File: config.mk
export PLATFORM = sky130hd
export DESIGN_NAME = omega_net
export DESIGN_NICKNAME = d
export VERILOG_FILES = /design/src/rtl/omega_pkg.sv /design/src/rtl/omega_switch2.sv /design/src/rtl/omega_stage.sv /design/src/rtl/omega_net.sv
export SDC_FILE = /design/constraint.sdc
export NUM_CORES = 1
export LEC_CHECK = 0
export ABC_AREA = 1
export BUFFER_PORTS_ARGS = -buffer_cell sky130_fd_sc_hd__buf_4
export CORE_UTILIZATION = 35
export CTS_BUF_LIST = sky130_fd_sc_hd__clkbuf_4 sky130_fd_sc_hd__clkbuf_8 sky130_fd_sc_hd__clkbuf_16
export DETAILED_ROUTE_END_ITERATION = 12
export GPL_ROUTABILITY_DRIVEN = 0
export PLACE_DENSITY = 0.66
export SLEW_MARGIN = 20
export SYNTH_ARGS = -nofsm -noshare
export SYNTH_HDL_FRONTEND = slang
export SYNTH_SLANG_ARGS = --single-unit
export TNS_END_PERCENT = 100
File: constraint.sdc
create_clock -name clk -period 1.8 [get_ports clk]
set_input_delay 0.36 -clock clk [delete_from_list [all_inputs] [get_ports clk]]
set_output_delay 0.36 -clock clk [all_outputs]
set_load 0.01 [all_outputs]
File: src/rtl/omega_pkg.sv
// Shared helpers for the multistage switching network.
// Assumes line counts are powers of two and lg is at least 1.
package omega_pkg;

    // Perfect shuffle: one-bit left rotation of an lg-bit line index.
    function automatic int unsigned shuffle_idx(input int unsigned idx,
                                                input int unsigned lg);
        int unsigned mask;
        mask = (32'd1 << lg) - 32'd1;
        return ((idx << 1) | (idx >> (lg - 1))) & mask;
    endfunction

endpackage

File: src/rtl/omega_switch2.sv
// One 2x2 routing element.
// Each packet is {valid, dest, src, data}.
// The routing bit of the destination picks the output port: 0 selects the upper port, 1 selects the lower.
// The upper input always has priority. A lower-input packet that needs a taken port is dropped and reported.
module omega_switch2 #(
    parameter int LG     = 3,
    parameter int DW     = 8,
    parameter int BITSEL = 2
) (
    input  logic [DW+2*LG:0] in_u,
    input  logic [DW+2*LG:0] in_l,
    output logic [DW+2*LG:0] out_u,
    output logic [DW+2*LG:0] out_l,
    output logic             lost,
    output logic [LG-1:0]    lost_src
);
    localparam int PW    = DW + 2*LG + 1;
    localparam int V_POS = PW - 1;
    localparam int R_POS = DW + LG + BITSEL;

    logic u_v, l_v, u_b, l_b;
    logic u_to_up, u_to_dn, l_to_up, l_to_dn;

    // Decide port use with the upper input first, then steer the packets.
    always_comb begin
        u_v     = in_u[V_POS];
        l_v     = in_l[V_POS];
        u_b     = in_u[R_POS];
        l_b     = in_l[R_POS];
        u_to_up = u_v & ~u_b;
        u_to_dn = u_v & u_b;
        l_to_up = l_v & ~l_b & ~u_to_up;
        l_to_dn = l_v & l_b & ~u_to_dn;
        out_u   = u_to_up ? in_u : (l_to_up ? in_l : '0);
        out_l   = u_to_dn ? in_u : (l_to_dn ? in_l : '0);
        lost    = l_v & ~l_to_up & ~l_to_dn;
        lost_src = in_l[DW +: LG];
    end
endmodule

File: src/rtl/omega_stage.sv
// One stage of the network.
// A perfect shuffle is applied to the incoming lines, and the result feeds N/2 routing elements.
// The stage also returns a per-source mask of the requests it dropped.
// Assumes N is a power of two, at least 2.
module omega_stage #(
    parameter int N     = 8,
    parameter int LG    = 3,
    parameter int DW    = 8,
    parameter int STAGE = 0
) (
    input  logic [N*(DW+2*LG+1)-1:0] in_bus,
    output logic [N*(DW+2*LG+1)-1:0] out_bus,
    output logic [N-1:0]             drop_mask
);
    localparam int PW   = DW + 2*LG + 1;
    localparam int HALF = N / 2;
    localparam int RBIT = LG - 1 - STAGE;

    logic [N*PW-1:0]   shuf;
    logic [HALF-1:0]   sw_lost;
    logic [HALF*LG-1:0] sw_lost_src;

    for (genvar i = 0; i < N; i++) begin : g_shuf
        assign shuf[omega_pkg::shuffle_idx(i, LG)*PW +: PW] = in_bus[i*PW +: PW];
    end

    for (genvar j = 0; j < HALF; j++) begin : g_sw
        omega_switch2 #(.LG(LG), .DW(DW), .BITSEL(RBIT)) sw_i (
            .in_u    (shuf[(2*j)*PW +: PW]),
            .in_l    (shuf[(2*j+1)*PW +: PW]),
            .out_u   (out_bus[(2*j)*PW +: PW]),
            .out_l   (out_bus[(2*j+1)*PW +: PW]),
            .lost    (sw_lost[j]),
            .lost_src(sw_lost_src[j*LG +: LG])
        );
    end

    // Turn the per-element drop reports into a mask indexed by source.
    always_comb begin
        drop_mask = '0;
        for (int j = 0; j < HALF; j++) begin
            if (sw_lost[j]) drop_mask[sw_lost_src[j*LG +: LG]] = 1'b1;
        end
    end
endmodule

File: src/rtl/omega_net.sv
// Top of the multistage switching network.
// It has log2(N) shuffle-connected stages of 2x2 elements, steered by destination bits.
// Each source's index is attached to its word.
// Requests lost to contention are flagged per source.
// OUT_REG=1 adds one register stage on all outputs, cleared by synchronous active-low reset.
// Assumes N_PORTS is a power of two, at least 2.
module omega_net #(
    parameter int N_PORTS = 8,
    parameter int DATA_W  = 8,
    parameter int OUT_REG = 1
) (
    input  logic                                clk,
    input  logic                                rst_n,
    input  logic [N_PORTS-1:0]                  req_valid,
    input  logic [N_PORTS*$clog2(N_PORTS)-1:0]  req_dest,
    input  logic [N_PORTS*DATA_W-1:0]           req_data,
    output logic [N_PORTS-1:0]                  out_valid,
    output logic [N_PORTS*$clog2(N_PORTS)-1:0]  out_src,
    output logic [N_PORTS*DATA_W-1:0]           out_data,
    output logic [N_PORTS-1:0]                  req_blocked
);
    localparam int LG = $clog2(N_PORTS);
    localparam int PW = DATA_W + 2*LG + 1;

    logic [N_PORTS*PW-1:0]     bus [LG+1];
    logic [N_PORTS-1:0]        drop [LG];
    logic [N_PORTS-1:0]        dlv_v;
    logic [N_PORTS*LG-1:0]     dlv_src;
    logic [N_PORTS*LG-1:0]     dlv_dest;
    logic [N_PORTS*DATA_W-1:0] dlv_data;
    logic [N_PORTS-1:0]        blk_all;

    // Build the entry packets. Idle sources enter as empty packets.
    for (genvar i = 0; i < N_PORTS; i++) begin : g_entry
        localparam logic [LG-1:0] SRC_ID = LG'(i);
        assign bus[0][i*PW +: PW] = req_valid[i]
            ? {1'b1, req_dest[i*LG +: LG], SRC_ID, req_data[i*DATA_W +: DATA_W]}
            : '0;
    end

    for (genvar k = 0; k < LG; k++) begin : g_stage
        omega_stage #(.N(N_PORTS), .LG(LG), .DW(DATA_W), .STAGE(k)) stage_i (
            .in_bus   (bus[k]),
            .out_bus  (bus[k+1]),
            .drop_mask(drop[k])
        );
    end

    // Take the last stage's lines apart into per-port fields.
    for (genvar o = 0; o < N_PORTS; o++) begin : g_exit
        assign dlv_v[o]                      = bus[LG][o*PW + PW - 1];
        assign dlv_dest[o*LG +: LG]          = bus[LG][o*PW + DATA_W + LG +: LG];
        assign dlv_src[o*LG +: LG]           = bus[LG][o*PW + DATA_W +: LG];
        assign dlv_data[o*DATA_W +: DATA_W]  = bus[LG][o*PW +: DATA_W];
    end

    // Merge the drop masks of all stages.
    always_comb begin
        blk_all = '0;
        for (int k = 0; k < LG; k++) blk_all = blk_all | drop[k];
    end

    if (OUT_REG != 0) begin : g_reg
        // Register every output; reset clears the flags and the fields.
        always_ff @(posedge clk) begin
            if (!rst_n) begin
                out_valid   <= '0;
                out_src     <= '0;
                out_data    <= '0;
                req_blocked <= '0;
            end else begin
                out_valid   <= dlv_v;
                out_src     <= dlv_src;
                out_data    <= dlv_data;
                req_blocked <= blk_all;
            end
        end

        a_r7_reg_latency: assert property (@(posedge clk) disable iff (!rst_n)
            $past(rst_n) |-> (out_valid == $past(dlv_v) && req_blocked == $past(blk_all)));
    end else begin : g_comb
        assign out_valid   = dlv_v;
        assign out_src     = dlv_src;
        assign out_data    = dlv_data;
        assign req_blocked = blk_all;
    end

    a_r6_conserve: assert property (@(posedge clk) disable iff (!rst_n)
        ($countones(dlv_v) + $countones(blk_all)) == $countones(req_valid));

    a_r6_idle_not_flagged: assert property (@(posedge clk) disable iff (!rst_n)
        (blk_all & ~req_valid) == '0);

    for (genvar o = 0; o < N_PORTS; o++) begin : g_chk
        a_r1_port_matches_dest: assert property (@(posedge clk) disable iff (!rst_n)
            dlv_v[o] |-> (dlv_dest[o*LG +: LG] == LG'(o)));
        a_r6_src_was_valid: assert property (@(posedge clk) disable iff (!rst_n)
            dlv_v[o] |-> req_valid[dlv_src[o*LG +: LG]]);
    end
endmodule

==> results.yml <==
logic_synthesis:
  synth_seq_cells: 104
  yosys.area.top_type: "dfxtp_1"
  synth_most_common_cell: "inv_1"
  yosysWarnings: 0
  synthTopCellsByArea: "dfxtp_1 (35%), o22ai_1 (14%), inv_1 (11%)"
  ys_seq_area_frac: 0.349
  netlist_instances: 840
  synth-edff-count: 0
  syn-mean-instance-area_um2: 7.10
  synth_top_area_share: 0.349
  synth_flop_cell: "dfxtp_1"
  synth_nets: 938
  synth_cell_type_count: 33
  synthArstFlopShare: 0
  netlist_area_um2: 5960
  yosys-top-cells-count: "inv_1 (167), nand2_1 (134), o22ai_1 (133)"
run_status:
  outcome: "completed"
clock_network:
  h-tree-depth: 3
  cts-root-buf: "clkbuf_16"
  clk_pin_slew_ns: 0.07
  cts_tree: "done"
  clk_path_buf_depth: 2
  cts-buffers-inserted: 9
  cts.sinks: 104
  cts_setup_buffers: 0
floorplanning:
  core_um2: 16600
  initial_core_util: 0.360
  chipHeight_um: 133
  row_count: 47
  dieWidth_um: 133
  boundaryPins: 202
  fp.dieArea_um2: 17600
final_layout:
  regArea_um2: 2080
  area_growth_pct: 49.8
  multi_input_area_um2: 2940
  drive_gt1_frac: 0.392
  diodes: 0
  utilization: 0.539
  nFillCells: 1628
  final_nets: 1247
  design_area_um2: 8930
  layout.cells.non_filler: 1374
detailed_routing:
  ant_nets: 0
  drtIter0Drc: 862
  wire_per_inst_um: 16.7
  routed_wl_um: 23000
  drcViolationCount: 0
  dr_total_vias: 7068
  drtPass1Iterations: 5
  routed_via_density: 5.14
placement:
  dp_cells: 1358
  hpwl_um: 19100
  port_buffers: 201
  placement.cell_area_um2: 8610
critical_path:
  crit_fanout: 10
  crit_path_start_kind: "input port"
  startpoint: "req_dest[2]"
  cp.arrival_ns: 1.95
  setup.worst_path.end_class: "register"
  path_class: "in -> reg"
  required_ns: 2.10
  critPathCapture: "out_src[19]"
pwr:
  powerDensity_nw_per_um2: 702
  cellLeakagePower_nw: 4.29
  finalPower_w: 0.00627
  ir_drop_uv: 455
sta:
  period_needed_ns: 1.65
  min_period_over_period: 0.914
  hold_viol: 0
  finalMaxSlewViolations: 0
  grt_setup_unrepaired: "false"
  setup_viol: 0
  fmax_ghz: 0.608
min_path:
  hp-start: "req_valid[4]"
  hold_path.class: "in -> reg"
grt:
  grt_pass1_wl_um: 34800
  gr-usage-all-layers: 0.258
  antenna_found_initial: 0
  grt.overflow.total: 0
  grt_pass1_vias: 6648
  grt_max_degree: 26
job:
  maxCapViolCount: 0
[layout make-up]
type | count | share of cell area
Inverter | 200 | 0.0846
Clock buffer | 10 | 0.0268
Timing Repair Buffer | 331 | 0.288
Multi-Input combinational cell | 503 | 0.329
Sequential cell | 104 | 0.233
Tap cell | 220 | 0.0308
Clock inverter | 6 | 0.00756
[report_power, final]
part	switching (W)	internal, W	leakage (nW)	total (W)
combinational	0.00103	0.000800	3.30	0.00183
clock	0.000900	0.00112	0.145	0.00202
sequential	0.0000319	0.00240	0.845	0.00243
[worst min path at each step]
stage | to | slack, ns | cells after the start
5_1_grt | req_blocked[4] | 0.38 | 4
4_1_cts | req_blocked[4] | 0.35 | 4
3_5_place_dp | req_blocked[4] | 0.73 | 4
3_3_place_gp | req_blocked[4] | 0.73 | 4
6_report | req_blocked[4] | 0.36 | 4
2_1_floorplan | req_blocked[4] | 0.50 | 2
[worst max-delay path, stage by stage]
cell and delay (ns):
buf_4 0.12, buf_4 0.16, nand3_1 0.12, nand2_1 0.11
inv_2 0.12, nand3_1 0.08, nand2_1 0.13, inv_2 0.06
nand2_1 0.07, nand2_2 0.06, buf_4 0.13, o32ai_1 0.23
buf_4 0.18
[metal layers]
layer | global-route usage | wire [um] | share of wire | vias up
li1 | - | - | - | 3450
met1 | 0.330 | 9850 | 0.43 | 3188
met2 | 0.399 | 9960 | 0.43 | 379
met3 | 0.0778 | 2390 | 0.10 | 51
met4 | 0.112 | 797 | 0.035 | 0
met5 | 0 | 0 | 0 | -
[logic make-up (layout without fill, tap and decap cells)]
group | Yosys count | in the layout | share of synthesized area
AOI/OAI and AO/OA | 233 | 233 | 0.276
buffers and inverters | 233 | 547 | 0.160
DFF | 104 | 104 | 0.349
other | 1 | 1 | 0.000629
and+or+nand+nor | 269 | 269 | 0.214
[cell usage in the layout, fill, tap and decap left out, drive strengths merged, types with 13 or more instances in the layout]
cell type  Yosys  final
buf           24    331
inv          195    196
nand2        159    159
o22ai        158    158
dfxtp        104    104
nand3         59     59
nor2          40     40
a21oi         25     25
a22oi         24     24
o21ai         13     13
[repair_timing]
item,in CTS,in global routing
setup endpoints to repair,0,18
hold buffers,0,0
gates resized for setup,0,4
[through the flow]
step	setup WS, ns	hold slack, ns	setup TNS, ns
5_1_grt	0.0125	0.383	0
3_5_place_dp	-0.251	0.728	-11.90
2_1_floorplan	0.0954	0.500	0
6_report	0.155	0.360	0
3_3_place_gp	-0.197	0.729	-8.84
4_1_cts	0.121	0.351	0
[state kept, by name, indices dropped and copies added, names as in the netlist]
name / cells
out_data: 64
out_src: 24
out_valid: 8
req_blocked: 8
Note: power is estimated with default switching activity, not from simulation.
